$ cat src/rtl/sdram_pd_pkg.sv
package sdram_pd_pkg;
  typedef enum logic [1:0] {
    PD_RUN   = 2'd0,
    PD_DOWN  = 2'd1,
    PD_EXIT  = 2'd2,
    PD_GUARD = 2'd3
  } pd_state_t;
endpackage

$ cat src/rtl/sdram_pd_req_track.sv
// Turns the request level into an entry demand: a rising edge is latched
// and held until the controller actually enters power-down.
module sdram_pd_req_track (
  input  logic clk,
  input  logic rst,
  input  logic req_i,
  input  logic entering_i,
  output logic go_o
);
  logic req_d_q;
  logic pend_q;
  logic rise;

  assign rise = req_i & ~req_d_q;
  assign go_o = pend_q | rise;

  always_ff @(posedge clk) begin
    if (rst) begin
      req_d_q <= 1'b0;
      pend_q  <= 1'b0;
    end else begin
      req_d_q <= req_i;
      if (entering_i)
        pend_q <= 1'b0;
      else if (rise)
        pend_q <= 1'b1;
    end
  end
endmodule

$ cat src/rtl/sdram_pd_timer.sv
// Counts cycles spent with CKE low; flags expiry at WAKE_CYC.
module sdram_pd_timer #(
  parameter int WAKE_CYC = 1024
) (
  input  logic clk,
  input  logic rst,
  input  logic start_i,
  input  logic run_i,
  output logic expired_o
);
  localparam int CW = $clog2(WAKE_CYC + 1);
  localparam logic [CW-1:0] LIMIT = CW'(WAKE_CYC);

  logic [CW-1:0] cnt_q;

  assign expired_o = run_i && (cnt_q == LIMIT);

  always_ff @(posedge clk) begin
    if (rst)
      cnt_q <= '0;
    else if (start_i)
      cnt_q <= CW'(1);
    else if (run_i && !expired_o)
      cnt_q <= cnt_q + CW'(1);
    else if (!run_i)
      cnt_q <= '0;
  end
endmodule

$ cat src/rtl/sdram_pd_fsm.sv
// Sequencing of entry, residency, exit and the trailing NOP cycle.
module sdram_pd_fsm
  import sdram_pd_pkg::*;
#(
  parameter int NUM_BANKS = 4
) (
  input  logic                 clk,
  input  logic                 rst,
  input  logic                 go_i,
  input  logic                 req_i,
  input  logic                 idle_i,
  input  logic                 expired_i,
  input  logic [NUM_BANKS-1:0] bank_open_i,
  output logic                 entering_o,
  output logic                 in_pd_o,
  output logic                 cke_o,
  output logic                 force_nop_o,
  output logic                 active_pd_o,
  output logic                 wake_req_o
);
  pd_state_t state_q;
  logic      leaving;

  assign entering_o = (state_q == PD_RUN) && go_i && idle_i;
  assign in_pd_o    = (state_q == PD_DOWN);
  assign leaving    = in_pd_o && (expired_i || !req_i);

  always_ff @(posedge clk) begin
    if (rst) begin
      state_q     <= PD_RUN;
      cke_o       <= 1'b1;
      force_nop_o <= 1'b0;
      active_pd_o <= 1'b0;
      wake_req_o  <= 1'b0;
    end else begin
      wake_req_o <= 1'b0;
      unique case (state_q)
        PD_RUN: begin
          if (entering_o) begin
            state_q     <= PD_DOWN;
            cke_o       <= 1'b0;
            force_nop_o <= 1'b1;
            active_pd_o <= |bank_open_i;
          end
        end
        PD_DOWN: begin
          if (leaving) begin
            state_q     <= PD_EXIT;
            cke_o       <= 1'b1;
            active_pd_o <= 1'b0;
            wake_req_o  <= expired_i;
          end
        end
        PD_EXIT: begin
          state_q <= PD_GUARD;
        end
        PD_GUARD: begin
          state_q     <= PD_RUN;
          force_nop_o <= 1'b0;
        end
        default: state_q <= PD_RUN;
      endcase
    end
  end
endmodule

$ cat src/rtl/sdram_cke_pdctl.sv
module sdram_cke_pdctl #(
  parameter int NUM_BANKS  = 4,
  parameter int CLK_HZ     = 100_000_000,
  parameter int REFRESH_MS = 64,
  parameter int MARGIN_CYC = 2048
) (
  input  logic                 clk,
  input  logic                 rst,
  input  logic                 pd_req_i,
  input  logic                 seq_idle_i,
  input  logic [NUM_BANKS-1:0] bank_open_i,
  output logic                 cke_o,
  output logic                 force_nop_o,
  output logic                 active_pd_o,
  output logic                 wake_req_o
);
  localparam int LIMIT_CYC = (CLK_HZ / 1000) * REFRESH_MS;
  localparam int WAKE_CYC  = LIMIT_CYC - MARGIN_CYC;

  logic go, entering, in_pd, expired;

  sdram_pd_req_track req_i (
    .clk        (clk),
    .rst        (rst),
    .req_i      (pd_req_i),
    .entering_i (entering),
    .go_o       (go)
  );

  sdram_pd_timer #(.WAKE_CYC(WAKE_CYC)) tmr_i (
    .clk       (clk),
    .rst       (rst),
    .start_i   (entering),
    .run_i     (in_pd),
    .expired_o (expired)
  );

  sdram_pd_fsm #(.NUM_BANKS(NUM_BANKS)) fsm_i (
    .clk         (clk),
    .rst         (rst),
    .go_i        (go),
    .req_i       (pd_req_i),
    .idle_i      (seq_idle_i),
    .expired_i   (expired),
    .bank_open_i (bank_open_i),
    .entering_o  (entering),
    .in_pd_o     (in_pd),
    .cke_o       (cke_o),
    .force_nop_o (force_nop_o),
    .active_pd_o (active_pd_o),
    .wake_req_o  (wake_req_o)
  );
endmodule

$ cat config.mk
export PLATFORM = sky130hd
export DESIGN_NAME = sdram_cke_pdctl
export DESIGN_NICKNAME = d
export VERILOG_FILES = /design/src/rtl/sdram_pd_pkg.sv /design/src/rtl/sdram_pd_req_track.sv /design/src/rtl/sdram_pd_timer.sv /design/src/rtl/sdram_pd_fsm.sv /design/src/rtl/sdram_cke_pdctl.sv
export SDC_FILE = /design/constraint.sdc
export NUM_CORES = 1
export LEC_CHECK = 0
export ABC_AREA = 1
export BUFFER_PORTS_ARGS = -buffer_cell sky130_fd_sc_hd__buf_2
export CORE_ASPECT_RATIO = 0.6
export CORE_MARGIN = 10
export CORE_UTILIZATION = 45
export CTS_CLUSTER_SIZE = 40
export DETAILED_ROUTE_END_ITERATION = 8
export GPL_TIMING_DRIVEN = 0
export MAX_ROUTING_LAYER = met4
export SLEW_MARGIN = 20
export SYNTH_ARGS = -nofsm -noshare
export SYNTH_HDL_FRONTEND = slang
export SYNTH_SLANG_ARGS = --single-unit
$ cat constraint.sdc
create_clock -name clk -period 2.1 [get_ports clk]
set_input_delay 0.315 -clock clk [delete_from_list [all_inputs] [get_ports clk]]
set_output_delay 0.315 -clock clk [all_outputs]
set_load 0.05 [all_outputs]
==> flow_summary.json, run 1 <==
{
  "multiInputGateArea_sq_um": 836,
  "finalNonFillerCells": 290,
  "p_seq_share_pct": 43.4,
  "fin_crit_sh_pct": 89.9,
  "cp_cell_sequence": "inv_1 -> ha_1 -> nand3_1 -> nand2_1 -> nor2_2 -> buf_4 -> o21ai_0 -> a21oi_1",
  "viasPerCell": 4.75,
  "antenna_found_initial": 0,
  "crit_arrival_ps": 2090,
  "syn_area_sq_mm": 0.00158,
  "setup_violations": 0,
  "dp_hpwl_mm": 2.70,
  "io_buffers": 11,
  "placed_area_sq_mm": 0.00169,
  "final_cell_area_sq_mm": 0.00177,
  "diodes": 0,
  "timing.fmax_mhz": 530,
  "fill_cells": 359,
  "swShare_pct": 34.9,
  "dr.pass1.iters": 4,
  "holdPathStages": 2,
  "gr-total-overflow": 0,
  "die_width_um": 96.5,
  "synthCells": 226,
  "drv_slew": 0,
  "ys_ff_latch": 31,
  "ys_warn_count": 0,
  "rsz0062_at_grt": "no",
  "root_buffer": "clkbuf_8",
  "p_int_mw": 1.00,
  "grt_pass1_vias": 1177,
  "die_y_um": 65.9,
  "finalPower_mw": 1.54,
  "hold_buffers": 0,
  "ant_nets": 0,
  "wirelength_mm": 3.41,
  "relSlewSlack_pct": 76.2,
  "max_stage_delay_ps": 370,
  "cts_setup_buffers": 0,
  "ios": 12,
  "fp-row-count": 16,
  "critPathRequiredTime_ps": 2310,
  "clock_skew_ps": 3.50,
  "h-tree-depth": 2,
  "vdd_ir_drop_max_uv": 600,
  "register_area_sq_um": 621,
  "period_needed_ps": 1890,
  "wl_per_cell_um": 11.8,
  "netSwitchingPower_mw": 0.537,
  "crit_type": "reg -> reg",
  "core_sq_mm": 0.00332,
  "drive_gt1_share_pct": 14.3,
  "cp-end-kind": "register",
  "setup-tns-final_ps": 0,
  "status": "finished, final reports clean",
  "tightestPinTransition_ps": 356,
  "power_frac_comb_pct": 27.9,
  "layout_common_cells": "44 x nand2_1, 39 x nor2_1, 31 x dfxtp_1",
  "gp_congestion": 0.785,
  "path_clk_slew_ps": 60,
  "synth_nets": 241,
  "yosysUniqueCellTypes": 28,
  "dieArea_sq_mm": 0.00636,
  "dp.cells": 282,
  "grt_pass1_wl_mm": 5.72,
  "mostFrequentLayoutCell": "nand2_1",
  "remaining_drc_errors": 0,
  "p_clk_share_pct": 28.7,
  "drtIter0Drc": 102,
  "cts_inserted_buffers": 5,
  "insertion_delay_ps": 270,
  "crit_fanout": 10,
  "syn_to_final_growth_pct": 12.2,
  "cts_buffer_depth": 2,
  "ys_seq_area_share_pct": 39.3,
  "nets": 259,
  "syn_avg_cell_area_sq_um": 6.99,
  "hold_violations": 0,
  "grt_max_degree": 11,
  "fin_hold_ws_ps": 274,
  "initial_core_util_pct": 47.6,
  "pwr_density_cell_mw_per_mm2": 868,
  "vias": 1377,
  "max_cap_viol_count": 0,
  "cts_sinks": 31,
  "p_leak_nw": 0.760,
  "gr-usage-all-layers_pct": 11.7,
  "cts-resized-gates": 0,
  "cp_slowest_cell": "dfxtp_1",
  "hold_path.class": "in -> reg",
  "startpoint_type": "register",
  "reg2reg_depth": 8,
  "cts_tree": "done"
}
## area by class of cell
cell class / instances / area share (%)
Buffer: 1 / 0.423
Clock buffer: 7 / 4.30
Clock inverter: 1 / 0.282
Inverter: 31 / 6.56
Multi-Input combinational cell: 163 / 47.1
Sequential cell: 31 / 35.0
Tap cell: 45 / 3.18
Timing Repair Buffer: 11 / 3.11
## layer usage
layer	track usage, %	routed length, um	vias up
met5	-	0	-
met4	2.71	16	0
met3	4.08	231	2
met2	13.7	1180	23
met1	17.8	1980	586
li1	-	-	766
## cell families after synthesis
logic type / count (synthesis) / share of synthesized area (%)
xor gates and xnor gates: 1 / 0.554
AOI/OAI and AO/OA: 28 / 10.1
and+or+nand+nor: 127 / 36.7
DFF: 31 / 39.3
buffers and inverters: 32 / 7.84
adders and majority gates: 7 / 5.54
## flip-flops by register name (all words and copies together) (netlist names)
register,cells
fsm_i.active_pd_o,1
req_i.pend_q,1
tmr_i.cnt_q,23
fsm_i.wake_req_o,1
fsm_i.cke_o,1
req_i.req_d_q,1
fsm_i.state_q,2
fsm_i.force_nop_o,1
## synth_stat cells, drive strengths merged
master	number	area (sq um)
a21oi	15	75.1
nand3	24	125
nor3b	1	12.5
o21ai	7	35.0
a221oi	1	8.76
dfxtp	31	621
xnor2	1	8.76
o21bai	1	7.51
o21a	2	15.0
nor3	3	26.3
or2	1	6.26
and3	1	6.26
nor4	2	12.5
nand2	49	196
a31oi	1	6.26
nor2	43	176
ha	7	87.6
inv	31	116
buf	1	7.51
nand4	3	18.8
o221a	1	11.3
## final timing paths
kind | slack [ps] | endpoint | start
setup reg to reg | 210 | tmr_i.cnt_q[12]$_SDFFE_PP0P_ | fsm_i.state_q[0]$_SDFFE_PP0P_
hold reg to reg | 460 | fsm_i.cke_o$_SDFFE_PP1P_ | fsm_i.cke_o$_SDFFE_PP1P_
hold / removal | 270 | req_i.req_d_q$_SDFF_PP0_ | rst
setup / recovery | 210 | tmr_i.cnt_q[12]$_SDFFE_PP0P_ | fsm_i.state_q[0]$_SDFFE_PP0P_
## critical path, delay by kind of cell (launching register included)
kind / cells / cell delay, ps
AOI/OAI and AO/OA: 2 / 210
adders and majority gates: 1 / 240
buffers and inverters: 2 / 360
DFF: 1 / 370
and+or+nand+nor: 3 / 650
## power by group through the flow
stage          clock, mW  sequential (mW)  combinational, mW
3_5_place_dp           0            0.681              0.426
2_1_floorplan          0            0.735              0.270
4_1_cts            0.455            0.668              0.430
3_3_place_gp           0            0.680              0.428
6_report           0.441            0.668              0.430
5_1_grt            0.483            0.674              0.491
## stage by stage
| stage | utilization [%] | setup slack (ps) |
|---|---|---|
| final | 53.4 | 213 |
| after global routing | 53.4 | 6.16 |
| after CTS | 53.4 | 218 |
| after detailed placement | 50.9 | 244 |
| after global placement | 50.9 | 230 |
| after floorplan | - | 635 |
Power figures use the tool's default switching activity.
==> inputs of run 2 (changes only) <==
- CELL_PAD_IN_SITES_DETAIL_PLACEMENT: not set -> 0
- CELL_PAD_IN_SITES_GLOBAL_PLACEMENT: not set -> 2
- CORE_UTILIZATION: 45 -> 33
- PLACE_DENSITY_LB_ADDON: not set -> 0.1
==> run 2 against run 1 <==
  * Non-clock buffer count stayed put
  * Die area is 27% higher
  * Clock power is 17% higher
  * Global-route usage is 1.0 points lower
  * Combinational power is 4.7% higher
  * Sequential power hardly changed
  * Fmax is 2.6% higher
  * Flip-flop and latch count stayed put
  * Total power is 6.4% higher
  * Clock-buffer cell count is 1 higher
  * Critical path type unchanged
  * Critical endpoint unchanged
  * Largest cell class unchanged
  * Largest power group unchanged
==> flow_summary.json, run 2 (same netlist as run 1, synthesis figures left out) <==
{
  "die_y_um": 73.6,
  "dr.pass1.iters": 5,
  "reg.largest.list": "tmr_i.cnt_q x23, fsm_i.state_q x2",
  "gr-total-overflow": 0,
  "grt_pass1_wl_mm": 6.42,
  "max_stage_delay_ps": 370,
  "wirelength_mm": 3.86,
  "vdd_ir_drop_max_uv": 521,
  "die_width_um": 109,
  "cp-end-kind": "register",
  "drtIter0Drc": 75,
  "crit_fanout": 10,
  "drv_slew": 0,
  "max_cap_viol_count": 0,
  "crit_type": "reg -> reg",
  "finalNonFillerCells": 308,
  "final_util_pct": 39.7,
  "rsz0062_at_grt": "no",
  "io_buffers": 11,
  "mostFrequentLayoutCell": "nand2_1",
  "crit_family": "simple AND/OR/NAND/NOR gates",
  "gp_congestion": 0.762,
  "clock_skew_ps": 2.92,
  "cp_num_buf_inv": 2,
  "tightestPinTransition_ps": 301,
  "cts_inserted_buffers": 5,
  "fin_hold_ws_ps": 283,
  "path_clk_slew_ps": 70,
  "dp.cells": 300,
  "ios": 12,
  "ant_nets": 0,
  "hold_violations": 0,
  "wl_per_cell_um": 12.5,
  "setup-tns-final_ps": 0,
  "fp-row-count": 19,
  "status": "finished, final reports clean",
  "top_register": "tmr_i.cnt_q",
  "cp_cell_sequence": "inv_1 -> ha_1 -> nand3_1 -> nand2_1 -> nor2_4 -> buf_4 -> o21ai_0 -> a21oi_1",
  "dieArea_sq_mm": 0.00805,
  "root_buffer": "clkbuf_8",
  "period_needed_ps": 1840,
  "crit_arrival_ps": 2050,
  "r2r_slack_ps": 260,
  "cts_tree": "done",
  "insertion_delay_ps": 280,
  "cp_slowest_cell": "dfxtp_1",
  "p_leak_nw": 0.769,
  "gr-usage-all-layers_pct": 10.7,
  "relSlewSlack_pct": 80.0,
  "hold_path.class": "in -> reg",
  "diodes": 0,
  "final_cell_area_sq_mm": 0.00182,
  "fin_crit_sh_pct": 87.6,
  "vias": 1454,
  "remaining_drc_errors": 0,
  "dp_hpwl_mm": 3.10,
  "core_sq_mm": 0.00459,
  "critPathRequiredTime_ps": 2310,
  "cts_buffer_depth": 2,
  "layout_common_cells": "44 x nand2_1, 39 x nor2_1, 31 x dfxtp_1",
  "startpoint_type": "register",
  "placed_area_sq_mm": 0.00171,
  "pwr_density_cell_mw_per_mm2": 900,
  "largest_reg_flops": 23,
  "syn_to_final_growth_pct": 15.1,
  "grt_max_degree": 11,
  "cts_sinks": 31,
  "timing.fmax_mhz": 544,
  "nets": 259,
  "grt_pass1_vias": 1295,
  "setup_violations": 0,
  "viasPerCell": 4.72,
  "drive_gt1_share_pct": 14.7,
  "initial_core_util_pct": 34.4,
  "h-tree-depth": 2,
  "antenna_found_initial": 0
}
[run 2: cell count changes in the layout (fill, tap and decap cells not counted), sizes merged]
cell / delta
clkbuf: +1
clkinv: -1
[run 2: tightest hold or removal path: cells and delay by family]
family	cells	cell delay, ps
simple gates	1	70
buf+inv	2	140
[run 2: area by class of cell]
class / instances / area, sq um
inverters: 31 / 116
flip-flops and latches: 31 / 621
plain buffers: 1 / 7.51
fillers: 485 / 2770
multi-input cells: 163 / 841
repair buffers: 11 / 55.1
well taps: 63 / 78.8
clock buffers: 8 / 100
[run 2: path summary, 6_finish.rpt]
path	startpoint	end	cells after the start
min reg2reg	fsm_i.force_nop_o$_SDFFE_PP0P_	fsm_i.force_nop_o$_SDFFE_PP0P_	2
max	fsm_i.state_q[0]$_SDFFE_PP0P_	tmr_i.cnt_q[12]$_SDFFE_PP0P_	8
max reg2reg	fsm_i.state_q[0]$_SDFFE_PP0P_	tmr_i.cnt_q[12]$_SDFFE_PP0P_	8
min	pd_req_i	req_i.req_d_q$_SDFF_PP0_	3
[run 2: per-stage QoR]
stage                     setup WS [ps]  power [mW]
final                               260        1.64
after detailed placement            138        1.13
after CTS                           149        1.65
after global routing               76.1        1.76
after global placement              250        1.10
after floorplan                     635        1.01
[run 2: per-layer routing]
metal	vias to the layer above	share of wire (%)	GRT usage, %
met2	29	36	12.6
met3	5	6.6	3.14
met4	0	1.3	3.88
met5	-	0	-
met1	659	56	16.0
li1	761	-	-
[run 2: what timing repair did]
action | CTS | global route
setup buffers | 0 | 0
hold buffers | 0 | 0
resized for setup | 0 | 1
endpoints found under the setup margin | 0 | 3
[run 2: power by group]
group	internal, mW	total, mW	leakage, nW	switching [mW]
logic	0.140	0.450	0.467	0.309
clock network	0.299	0.517	0.0515	0.218
registers	0.634	0.671	0.251	0.0372
==> inputs of run 3 (changes only) <==
- SYNTH_HIERARCHICAL: not set -> 1
==> run 3 against run 2 <==
  * Die area rose by 14%
  * Register-to-register slack improved by 30 ps
  * Cell area rose by 17%
  * Synthesized cell count rose by 25%
  * Via count rose by 17%
  * Area after synthesis rose by 18%
  * Fmax rose by 1.5%
  * Global-route usage rose by 0.86 points
  * Sequential power barely moved
  * Combinational power rose by 17%
==> flow_summary.json, run 3 <==
{
  "status": "finished, final reports clean",
  "dp_hpwl_mm": 3.86,
  "startpoint_type": "register",
  "period_needed_ps": 1810,
  "gr-usage-all-layers_pct": 11.6,
  "drive_gt1_share_pct": 16.9,
  "synth_top_family_by_area": "simple AND/OR/NAND/NOR gates",
  "root_buffer": "clkbuf_8",
  "nets": 314,
  "cts_setup_buffers": 0,
  "reg.largest.list": "tmr_i/cnt_q x23, fsm_i/state_q x2",
  "die_width_um": 117,
  "vdd_ir_drop_max_uv": 375,
  "crit_arrival_ps": 2010,
  "dp.cells": 362,
  "fill_cells": 605,
  "synthAdderAreaFrac_pct": 4.03,
  "gr-total-overflow": 0,
  "cts-resized-gates": 0,
  "wl_per_cell_um": 13.1,
  "cts_inserted_buffers": 5,
  "synthCells": 282,
  "synthTopCellsByArea": "dfxtp_1 33%, nand2_1 11%, nor2_1 9.7%",
  "p_leak_nw": 0.941,
  "syn_area_sq_mm": 0.00186,
  "fp-row-count": 21,
  "ys_warn_count": 6,
  "hold_buffers": 0,
  "crit_type": "reg -> reg",
  "drv_slew": 0,
  "ios": 12,
  "mostFrequentLayoutCell": "nand2_1",
  "critPathRequiredTime_ps": 2300,
  "async_flop_share_pct": 0,
  "clock_skew_ps": 6.01,
  "io_buffers": 11,
  "ys_ff_latch": 31,
  "hold_path.class": "in -> reg",
  "synth-edff-count": 0,
  "drtIter0Drc": 147,
  "ys_seq_area_share_pct": 33.3,
  "hold_violations": 0,
  "die_y_um": 78.2,
  "wirelength_mm": 4.85,
  "register_area_sq_um": 621,
  "synthXorXnorAreaFrac_pct": 0,
  "diodes": 0,
  "synth_mux_area_share_pct": 0,
  "h-tree-depth": 2,
  "insertion_delay_ps": 280,
  "grt_max_degree": 11,
  "timing.fmax_mhz": 552,
  "synth_flop_cell": "dfxtp_1",
  "tightestPinTransition_ps": 354,
  "yosys-top-cells-count": "54 x nand2_1, 48 x nor2_1, 44 x inv_1, 31 x dfxtp_1, 16 x a21oi_1",
  "max_cap_viol_count": 0,
  "synth_nets": 296,
  "path_clk_slew_ps": 70,
  "dieArea_sq_mm": 0.00915,
  "finalNonFillerCells": 370,
  "synth-compound-area-share_pct": 9.27,
  "netlist.top_cell.by_area": "dfxtp_1",
  "ant_nets": 0,
  "rsz0062_at_grt": "no",
  "pwr_density_cell_mw_per_mm2": 858,
  "cts_sinks": 31,
  "fin_crit_sh_pct": 86.3,
  "antenna_found_initial": 0,
  "initial_core_util_pct": 33.8,
  "yosysUniqueCellTypes": 28,
  "grt_pass1_wl_mm": 8.06,
  "gp_congestion": 0.800,
  "syn_avg_cell_area_sq_um": 6.61,
  "vias": 1697,
  "viasPerCell": 4.59,
  "top_register": "tmr_i/cnt_q",
  "largest_reg_flops": 23,
  "relSlewSlack_pct": 76.4,
  "syn_to_final_growth_pct": 13.9,
  "setup_violations": 0,
  "grt_pass1_vias": 1507,
  "cp-end-kind": "register",
  "cts_tree": "done",
  "crit_fanout": 10,
  "remaining_drc_errors": 0,
  "core_sq_mm": 0.00552,
  "synth.most_common_cell": "nand2_1",
  "setup-tns-final_ps": 0,
  "dr.pass1.iters": 4,
  "multiInputGateArea_sq_mm": 0.00104,
  "synthSimpleGateAreaFrac_pct": 42.4,
  "synth.top_cell.area_share_pct": 33.3,
  "cts_buffer_depth": 2,
  "layout_common_cells": "54 x nand2_1, 48 x nor2_1, 44 x inv_1"
}
run 3: cell types whose count changed after synthesis, moves of 3 or more:
| cell | before | now |
|---|---|---|
| nand4_1 | 3 | 11 |
| o21ai_1 | 1 | 4 |
| nand3_2 | 1 | 4 |
| nor3_1 | 2 | 7 |
| nor2_1 | 39 | 48 |
| inv_1 | 28 | 44 |
| nand3_1 | 23 | 14 |
| nand2_1 | 44 | 54 |
| o21ai_0 | 6 | 10 |
| inv_2 | 3 | 6 |
run 3: worst paths after layout:
kind | from | to | slack [ps] | cells past startpoint
worst min register to register | fsm_i/cke_o$_SDFFE_PP1P_ | fsm_i/cke_o$_SDFFE_PP1P_ | 450 | 2
worst max-delay path | fsm_i/state_q[0]$_SDFFE_PP0P_ | tmr_i/cnt_q[7]$_SDFFE_PP0P_ | 290 | 10
worst min-delay path | rst | req_i/req_d_q$_SDFF_PP0_ | 270 | 2
worst max register to register | fsm_i/state_q[0]$_SDFFE_PP0P_ | tmr_i/cnt_q[7]$_SDFFE_PP0P_ | 290 | 10
run 3: where the power goes:
part | switching [mW] | internal, mW | leakage [nW]
clock | 0.238 | 0.384 | 0.0612
combinational | 0.361 | 0.165 | 0.629
sequential | 0.0361 | 0.636 | 0.251
total | 0.636 | 1.18 | 0.941
run 3: stage by stage:
stage	setup slack (ps)	hold WS (ps)	total power, mW	utilization, %	area (sq um)
after floorplan	620	386	1.08	-	1860
after global placement	263	438	1.22	36.3	2000
after detailed placement	303	444	1.22	36.3	2000
after CTS	263	266	1.85	38.5	2120
after global routing	66.2	276	1.97	38.5	2120
final	288	271	1.82	38.5	2120
run 3: area by class of cell:
type	instances	area share [%]
clock inverter	2	1.65
timing repair buffer	11	2.59
tap	69	4.07
inverter	50	8.84
multi-input combinational	198	48.9
sequential	31	29.2
clock buffer	6	3.89
buffer	3	0.825
run 3: per-layer routing:
metal	vias up	global-route usage (%)	part of all wire, %
met5	-	-	0
met4	0	2.58	0.35
met3	2	2.96	7.7
met2	30	12.3	34
met1	735	19.2	58
li1	930	-	-
run 3: kinds of logic (layout without fill, tap and decap cells):
family / Yosys count / count (layout)
AOI/OAI and AO/OA: 33 / 33
buffers and inverters: 53 / 72
adders and majority gates: 6 / 6
DFF: 31 / 31
and+or+nand+nor: 159 / 159
run 3: critical path: stages (launching register included):
cell and delay (ps):
dfxtp_1 370, inv_1 90, ha_1 290, nand3_2 100, inv_1 100, nor2_1 110, inv_1 50, nor2_1 110
buf_2 240, inv_1 80, nor3_1 190
